## src/rtl/hsc_pkg.sv

```systemverilog
package hsc_pkg;

    typedef enum logic [1:0] {
        GATE_VSYNC = 2'd0,
        GATE_SHORT = 2'd1,
        GATE_LONG  = 2'd2
    } gate_e;

    typedef struct packed {
        logic use_vsync;
        logic long_win;
    } mode_t;

    localparam mode_t MODE_RESET = '{use_vsync: 1'b1, long_win: 1'b1};

    function automatic gate_e gate_of(input mode_t m);
        if (m.use_vsync)     return GATE_VSYNC;
        else if (m.long_win) return GATE_LONG;
        else                 return GATE_SHORT;
    endfunction

endpackage

```

## src/rtl/hsc_edge_sync.sv

```systemverilog
module hsc_edge_sync #(
    parameter int STAGES = 2
) (
    input  logic clk,
    input  logic rst,
    input  logic d_i,
    output logic rise_o
);
    logic [STAGES-1:0] sh;
    logic              prev;

    generate
        if (STAGES == 1) begin : g_single
            always_ff @(posedge clk) begin
                if (rst) sh <= '0;
                else     sh <= d_i;
            end
        end else begin : g_chain
            always_ff @(posedge clk) begin
                if (rst) sh <= '0;
                else     sh <= {sh[STAGES-2:0], d_i};
            end
        end
    endgenerate

    always_ff @(posedge clk) begin
        if (rst) prev <= 1'b0;
        else     prev <= sh[STAGES-1];
    end

    assign rise_o = sh[STAGES-1] & ~prev;
endmodule

```

## src/rtl/hsc_window_timer.sv

```systemverilog
module hsc_window_timer #(
    parameter int TICK_DIV    = 400,
    parameter int SHORT_TICKS = 2048,
    parameter int LONG_TICKS  = 4096
) (
    input  logic clk,
    input  logic rst,
    input  logic restart_i,
    input  logic run_i,
    input  logic long_i,
    output logic end_o
);
    localparam int PW = $clog2(TICK_DIV + 1);
    localparam int TW = $clog2(LONG_TICKS + 1);
    localparam logic [PW-1:0] PRE_LAST   = PW'(TICK_DIV - 1);
    localparam logic [TW-1:0] SHORT_LAST = TW'(SHORT_TICKS - 1);
    localparam logic [TW-1:0] LONG_LAST  = TW'(LONG_TICKS - 1);

    logic [PW-1:0] pre;
    logic [TW-1:0] ticks;
    logic          tick;
    logic [TW-1:0] last;

    assign tick  = run_i && (pre == PRE_LAST);
    assign last  = long_i ? LONG_LAST : SHORT_LAST;
    assign end_o = tick && (ticks == last);

    always_ff @(posedge clk) begin
        if (rst || restart_i || !run_i) begin
            pre   <= '0;
            ticks <= '0;
        end else begin
            pre <= tick ? '0 : pre + 1'b1;
            if (end_o)     ticks <= '0;
            else if (tick) ticks <= ticks + 1'b1;
        end
    end
endmodule

```

## src/rtl/hsc_accum.sv

```systemverilog
module hsc_accum #(
    parameter int CNT_W = 14
) (
    input  logic             clk,
    input  logic             rst,
    input  logic             restart_i,
    input  logic             win_end_i,
    input  logic             edge_i,
    input  logic             clr_i,
    output logic [CNT_W-1:0] cnt_o,
    output logic [CNT_W-1:0] result_o,
    output logic             ovf_o
);
    localparam logic [CNT_W-1:0] CNT_MAX = '1;

    logic ovf_set;

    assign ovf_set = edge_i && !restart_i && !win_end_i && (cnt_o == CNT_MAX);

    always_ff @(posedge clk) begin
        if (rst) begin
            cnt_o    <= '0;
            result_o <= '0;
        end else if (restart_i) begin
            cnt_o <= '0;
        end else if (win_end_i) begin
            result_o <= cnt_o;
            cnt_o    <= CNT_W'(edge_i);
        end else if (edge_i && cnt_o != CNT_MAX) begin
            cnt_o <= cnt_o + 1'b1;
        end
    end

    always_ff @(posedge clk) begin
        if (rst)          ovf_o <= 1'b0;
        else if (ovf_set) ovf_o <= 1'b1;
        else if (clr_i)   ovf_o <= 1'b0;
    end
endmodule

```

## src/rtl/hsync_gate_counter.sv

```systemverilog
module hsync_gate_counter
    import hsc_pkg::*;
#(
    parameter int CNT_W       = 14,
    parameter int SYNC_STAGES = 2,
    parameter int TICK_DIV    = 400,
    parameter int SHORT_TICKS = 2048,
    parameter int LONG_TICKS  = 4096
) (
    input  logic             clk,
    input  logic             rst,
    input  logic             hsync_i,
    input  logic             vsync_i,
    input  logic             mode_we,
    input  logic             mode_vsync_i,
    input  logic             mode_long_i,
    input  logic             ovf_clr_i,
    output logic [CNT_W-1:0] hcount_o,
    output logic             ovf_o
);
    mode_t            mode_q;
    mode_t            mode_new;
    gate_e            gate;
    logic             restart;
    logic             h_rise;
    logic             v_rise;
    logic             t_end;
    logic             win_end;
    logic [CNT_W-1:0] run_cnt;

    assign mode_new = '{use_vsync: mode_vsync_i, long_win: mode_long_i};
    assign restart  = mode_we && (mode_new != mode_q);
    assign gate     = gate_of(mode_q);

    always_ff @(posedge clk) begin
        if (rst)          mode_q <= MODE_RESET;
        else if (mode_we) mode_q <= mode_new;
    end

    hsc_edge_sync #(.STAGES(SYNC_STAGES)) u_hsync (
        .clk(clk), .rst(rst), .d_i(hsync_i), .rise_o(h_rise)
    );

    hsc_edge_sync #(.STAGES(SYNC_STAGES)) u_vsync (
        .clk(clk), .rst(rst), .d_i(vsync_i), .rise_o(v_rise)
    );

    hsc_window_timer #(
        .TICK_DIV(TICK_DIV), .SHORT_TICKS(SHORT_TICKS), .LONG_TICKS(LONG_TICKS)
    ) u_timer (
        .clk(clk), .rst(rst), .restart_i(restart),
        .run_i(gate != GATE_VSYNC), .long_i(gate == GATE_LONG),
        .end_o(t_end)
    );

    assign win_end = (gate == GATE_VSYNC) ? v_rise : t_end;

    hsc_accum #(.CNT_W(CNT_W)) u_accum (
        .clk(clk), .rst(rst), .restart_i(restart), .win_end_i(win_end),
        .edge_i(h_rise), .clr_i(ovf_clr_i), .cnt_o(run_cnt),
        .result_o(hcount_o), .ovf_o(ovf_o)
    );
endmodule

```

## config.mk

```make
export PLATFORM = sky130hd
export DESIGN_NAME = hsync_gate_counter
export DESIGN_NICKNAME = d
export VERILOG_FILES = /design/src/rtl/hsc_pkg.sv /design/src/rtl/hsc_edge_sync.sv /design/src/rtl/hsc_window_timer.sv /design/src/rtl/hsc_accum.sv /design/src/rtl/hsync_gate_counter.sv
export SDC_FILE = /design/constraint.sdc
export NUM_CORES = 1
export LEC_CHECK = 0
export ABC_AREA = 0
export CAP_MARGIN = 20
export CORE_ASPECT_RATIO = 1.1
export CORE_MARGIN = 5
export CORE_UTILIZATION = 25
export CTS_CLUSTER_SIZE = 16
export DETAILED_ROUTE_END_ITERATION = 8
export SYNTH_ARGS = -nofsm -noshare
export SYNTH_HDL_FRONTEND = slang
export SYNTH_SLANG_ARGS = --single-unit
```

## constraint.sdc

```tcl
create_clock -name clk -period 3 [get_ports clk]
set_input_delay 0.6 -clock clk [delete_from_list [all_inputs] [get_ports clk]]
set_output_delay 0.6 -clock clk [all_outputs]
set_load 0.05 [all_outputs]
```

## Yosys cells after proc, flatten, opt, wreduce, memory -nomap -nowiden

Index checks and enable logic that the tools add are counted.

- Input bits: 8
- Bits in registers: 59

- Reductions and logical operators: 21
- Eq/ne operators: 6
- $add $sub $neg: 3
- Bitwise operators: 5
- Mux-type cells: 8

Operators by type and width:

| kind | number |
|---|---|
| $add 14x1->14 const B | 1 |
| $eq 14x14->1 const B | 1 |
| $ne 14x14->1 const B | 1 |
| $add 13x1->13 const B | 1 |
| $eq 13x13->1 | 1 |
| $mux 12 | 1 |
| $add 9x1->9 const B | 1 |
| $eq 9x9->1 const B | 1 |
| $logic_and 1x1->1 | 7 |
| $reduce_bool 2->1 | 3 |
| $reduce_or 2->1 | 3 |
| $mux 1 | 5 |
| $mux 2 | 2 |
| $logic_not 1->1 | 3 |
| $not 1->1 | 3 |
| $reduce_or 3->1 | 1 |
| $and 1x1->1 | 2 |
| $eq 2x2->1 const B | 1 |
| $logic_not 2->1 | 1 |
| $logic_or 1x1->1 | 2 |
| $ne 2x2->1 | 1 |
| $reduce_and 2->1 | 1 |

## Depth between registers and ports, before layout

- Depth after elaboration: 11
- Depth in mapped cells: 8

## Hierarchy

A second synthesis with hierarchy kept.

- Cells, all modules: 304
- Area total of the unflattened synthesis: 2651.3 um^2

By module, submodules not included:

| module | area an instance (um^2) | sequential area each (um^2) | times used | cells an instance |
|---|---|---|---|---|
| hsc_accum | 1303.8 | 580.6 | 1 | 160 |
| hsc_window_timer | 1054.8 | 440.4 | 1 | 117 |
| hsc_edge_sync | 87.6 | 60.1 | 2 | 7 |
| hsync_gate_counter | 117.6 | 40.0 | 1 | 13 |

## Worst setup path before layout

Ideal clock, no wire load.

- Path kind: reg-to-reg
- From: register mode_q[1] (netlist bit)
- To: register u_accum.result_o[11]
- Buffers on the path: 1
- Cell stages (with the launch flop): 7
- Data arrival time: 2.042 ns
- Required time: 2.930 ns
- Slack: 0.887 ns
- Clock period less this slack: 2.113 ns
- Cells stage by stage: dfxtp_1 > or4b_4 > nor4_4 > a31oi_2 > clkbuf_2 > or3b_1 > a21oi_1

- Cells in the longest elaborated chain, start to end: 7
- Elaborated cells on any way between the ends: 13

RTL lines:

| element | RTL line | source |
|---|---|---|
| start: declaration | hsync_gate_counter.sv:21 | `mode_t mode_q;` |
| start signal: assignment | hsync_gate_counter.sv:37 | `else if (mode_we) mode_q <= mode_new;` |
| $mux 2 | hsc_pkg.sv:17 | `if (m.use_vsync) return GATE_VSYNC;` |
| $eq 2x2->1 | hsync_gate_counter.sv:52 | `.run_i(gate != GATE_VSYNC), .long_i(gate == GATE_LONG),` |
| $mux 12 | hsc_window_timer.sv:25 | `assign last = long_i ? LONG_LAST : SHORT_LAST;` |
| $eq 13x13->1 | hsc_window_timer.sv:26 | `assign end_o = tick && (ticks == last);` |
| $logic_and 1x1->1 | hsc_window_timer.sv:26 |  |
| $mux 1 | hsync_gate_counter.sv:56 | `assign win_end = (gate == GATE_VSYNC) ? v_rise : t_end;` |
| $reduce_and 2->1 (no line) (*) | - |  |
| end signal: assignment | hsc_accum.sv:27 | `result_o <= cnt_o;` |
| end: declaration | hsc_accum.sv:11 | `output logic [CNT_W-1:0] result_o,` |

Mark *: on every way between the ends. The rest lies on a longest branch, timed or not.
A chain may end at the register's enable or synchronous reset.

## Worst setup path after layout

- From: register mode_q[1] (netlist bit)
- To: register u_accum.ovf_o

- Cells in the longest elaborated chain, start to end: 10
- Elaborated cells on any way between the ends: 18

RTL lines:

| element | RTL line | source |
|---|---|---|
| $mux 2 | hsc_pkg.sv:17 |  |
| $eq 2x2->1 | hsync_gate_counter.sv:52 |  |
| $mux 12 | hsc_window_timer.sv:25 |  |
| $eq 13x13->1 | hsc_window_timer.sv:26 |  |
| $logic_and 1x1->1 | hsc_window_timer.sv:26 |  |
| $mux 1 | hsync_gate_counter.sv:56 |  |
| $logic_not 1->1 | hsc_accum.sv:18 | `assign ovf_set = edge_i && !restart_i && !win_end_i && (cnt_o == CNT_MAX);` |
| $logic_and 1x1->1 (*) (2 in a row) | hsc_accum.sv:18 |  |
| $mux 1 or $reduce_bool 2->1 (tied branches) | - |  |
| end signal: assignment | hsc_accum.sv:35 | `if (rst) ovf_o <= 1'b0;` |
| end signal: assignment | hsc_accum.sv:36 | `else if (ovf_set) ovf_o <= 1'b1;` |
| end signal: assignment | hsc_accum.sv:37 | `else if (clr_i) ovf_o <= 1'b0;` |
| end: declaration | hsc_accum.sv:12 | `output logic ovf_o` |

Marked as above.

==> results.sh <==
export IMPL_status="complete, no violations"
export IMPL_fp_row_count=38
export IMPL_hold_violations=0
export IMPL_r2r_end="u_accum.ovf_o$_SDFFE_PP0P_"
export IMPL_p_int_mw=1.36
export IMPL_drc=0
export IMPL_antenna_found_initial=0
export IMPL_numCtsBuffers=9
export IMPL_gp_congestion=0.799
export IMPL_grt_pass1_vias=1936
export IMPL_hold_path_class="reg2reg"
export IMPL_place_hpwl_um=3510
export IMPL_track_usage=0.0881
export IMPL_root_buffer="clkbuf_8"
export IMPL_grt_max_degree=29
export IMPL_ys_seq_elements=59
export IMPL_path_clk_slew_ns=0.07
export IMPL_startpoint="mode_q[1]$_SDFFE_PP1P_"
export IMPL_whs_ns=0.439
export IMPL_syn_avg_cell_area_um2=9.04
export IMPL_ys_seq_area_frac=0.465
export IMPL_vias=1966
export IMPL_dpl_cell_count=417
export IMPL_syn2layout_area_growth_pct=23.9
export IMPL_initialDrtViolationCount=113
export IMPL_netlist_area_um2=2540
export IMPL_grt_overflow=0
export IMPL_stdcell_count=433
export IMPL_final_max_slew_viol_count=0
export IMPL_slew_headroom=0.522
export IMPL_worstSetupPathType="reg2reg"
export IMPL_drt_vias_per_instance=4.54
export IMPL_synth_ff_type="dfxtp_1"
export IMPL_hold_buffers=0
export IMPL_grt_pass1_wl_um=8590
export IMPL_cts_resized=0
export IMPL_p_per_area_nw_per_um2=547
export IMPL_combPwrFrac=0.036
export IMPL_path_depth=5
export IMPL_die_width_um=106
export IMPL_io_buffers=22
export IMPL_cts_sinks=59
export IMPL_cp_slowest_stage_delay_ns=0.58
export IMPL_path_buf_inv=0
export IMPL_critPathSlowestCell="or4b_4"
export IMPL_nNetsFinal=319
export IMPL_synth_edf_count=0
export IMPL_pwr_share_seq=0.461
export IMPL_cts_setup_buffers=0
export IMPL_synth_most_common_cell="dfxtp_1"
export IMPL_die_area_um2=12300
export IMPL_crit_family="simple AND/OR/NAND/NOR gates"
export IMPL_r2r_cells=5
export IMPL_start_util=0.257
export IMPL_peakVddDrop_uv=189
export IMPL_rsz0062_at_grt="false"
export IMPL_core_area_um2=9890
export IMPL_yosysTopAreaCellShare=0.465
export IMPL_antenna_left=0
export IMPL_yosys_top_cells_area="dfxtp_1 46%, nor2_1 6.8%, xor2_1 5.5%, xnor2_1 5.2%, or3b_1 4.5%"
export IMPL_crit_required_ns=3.20
export IMPL_placed_area_um2=2910
export IMPL_cap_violations=0
export IMPL_fin_worst_skew_ns=0.00780
export IMPL_swShare=0.207
export IMPL_drive_gt1_frac=0.0958
export IMPL_endpoint="u_accum.ovf_o$_SDFFE_PP0P_"
export IMPL_worstSetupEndpointType="register"
export IMPL_fmax_mhz=394
export IMPL_async_flop_share=0
export IMPL_tightest_slew_ns=0.715
export IMPL_period_minus_slack_ns=2.54
export IMPL_post_place_ws_ns=0.454
export IMPL_routed_wirelength_um=4910
export IMPL_synth_cell_types=41
export IMPL_clkPwrFrac=0.503
export IMPL_yosysWarnings=0
export IMPL_setup_viol=0
export IMPL_stdcell_area_um2=3150
export IMPL_diodes=0
export IMPL_r2r_slack_ns=0.46
export IMPL_critPathArrivalTime_ns=2.74
export IMPL_worstPathMaxFanout=20
export IMPL_num_io_pins=23
export IMPL_cp_cell_sequence="or4b_4, nor4_4, a31oi_2, nand2_1, o21ai_0"
export IMPL_clockBufferDepth=2
export IMPL_crit_reg2reg_launch="mode_q[1]$_SDFFE_PP1P_"
export IMPL_synth_common_cells="59 x dfxtp_1, 46 x nor2_1, 18 x nand2_1"
export IMPL_worstSkewPairLatency_ns=0.34
export IMPL_dr_pass1_iters=4
export IMPL_cts_tree="done"
export IMPL_period_share=0.845
export IMPL_fin_ws_ns=0.464
export IMPL_p_leak_nw=1.02
export IMPL_synth_cells=281
export IMPL_tns_ns=0
export IMPL_p_sw_mw=0.356
export IMPL_die_h_um=116
export IMPL_htreeDepth=3
export IMPL_drt_wirelength_per_cell_um=11.3
export IMPL_synth_area_leader_cell="dfxtp_1"
export IMPL_startpoint_type="register"
export IMPL_syn_num_nets=292
## power groups by stage
stage | clock network, mW | registers [mW] | logic [mW]
final | 0.865 | 0.794 | 0.0615
after global routing | 0.923 | 0.794 | 0.0691
after CTS | 0.888 | 0.794 | 0.0627
after detailed placement | 0 | 0.812 | 0.0624
after global placement | 0 | 0.811 | 0.0616
after floorplan | 0 | 0.811 | 0.0404
## routing by layer
layer	vias up	GRT usage	share of wire	wire length (um)
met5	-	0	0	0
met4	0	0.0725	0.033	164
met3	10	0.0178	0.024	120
met2	26	0.136	0.44	2170
met1	895	0.107	0.50	2460
li1	1035	-	-	-
## metrics by stage
step | power [mW] | utilization
floorplan | 0.851 | -
global placement | 0.873 | 0.294
detailed placement | 0.874 | 0.294
CTS | 1.74 | 0.318
global route | 1.79 | 0.318
finish | 1.72 | 0.318
## placed cells by master, fill, tap and decap left out, drive strengths merged, types with 2 or more instances in the layout
master / instances
clkbuf: 9
xnor2: 15
o2111ai: 2
a211o: 2
a31oi: 2
and4: 3
nor3: 6
and3b: 2
nand3: 8
ha: 3
mux2i: 2
nand2: 18
clkdlybuf4s50: 22
nor2: 46
nor4: 5
bufinv: 3
xor2: 16
or3b: 14
o21ai: 17
nand4: 7
buf: 6
clkinv: 3
dfxtp: 59
nor2b: 11
and3: 3
a21oi: 15
## layout make-up
cell class,instances,area (um^2)
fillers,1026,6740
multi-input cells,209,1310
flip-flops and latches,59,1180
repair buffers,28,265
well taps,120,150
clock buffers,9,124
clock inverters,7,116
inverters,1,3.75
## worst min-delay path by stage
stage | from | to | slack (ns) | depth (start not counted)
floorplan | u_hsync.sh[0]$_SDFF_PP0_ | u_hsync.sh[1]$_SDFF_PP0_ | 0.41 | 1
global placement | u_hsync.sh[0]$_SDFF_PP0_ | u_hsync.sh[1]$_SDFF_PP0_ | 0.42 | 1
detailed placement | u_vsync.sh[0]$_SDFF_PP0_ | u_vsync.sh[1]$_SDFF_PP0_ | 0.43 | 1
CTS | u_vsync.sh[0]$_SDFF_PP0_ | u_vsync.sh[1]$_SDFF_PP0_ | 0.44 | 1
global route | u_hsync.sh[0]$_SDFF_PP0_ | u_hsync.sh[1]$_SDFF_PP0_ | 0.47 | 1
finish | u_vsync.sh[0]$_SDFF_PP0_ | u_vsync.sh[1]$_SDFF_PP0_ | 0.44 | 1
## kinds of logic (layout without fill, tap and decap cells)
group,after synthesis,in the layout,share of synthesized area
and+or+nand+nor,130,130,0.283
muxes,3,3,0.0123
adders and majority gates,3,3,0.0148
DFF,59,59,0.465
AOI/OAI and AO/OA,42,42,0.0975
xor gates and xnor gates,31,31,0.107
buffers and inverters,13,45,0.0207
## registers in the layout (all words and copies together), names as in the netlist, 2 cells and up
| name | count |
|---|---|
| u_accum.cnt_o | 14 |
| u_accum.result_o | 14 |
| u_timer.ticks | 13 |
| u_timer.pre | 9 |
| mode_q | 2 |
| u_hsync.sh | 2 |
| u_vsync.sh | 2 |
## worst reg2reg max path: stages, from the launching register on
cell     delay [ns]
dfxtp_1        0.36
or4b_4         0.59
nor4_4         0.44
a31oi_2        0.36
nand2_1        0.50
o21ai_0        0.16
No activity file was read; power rests on OpenSTA's default activity.
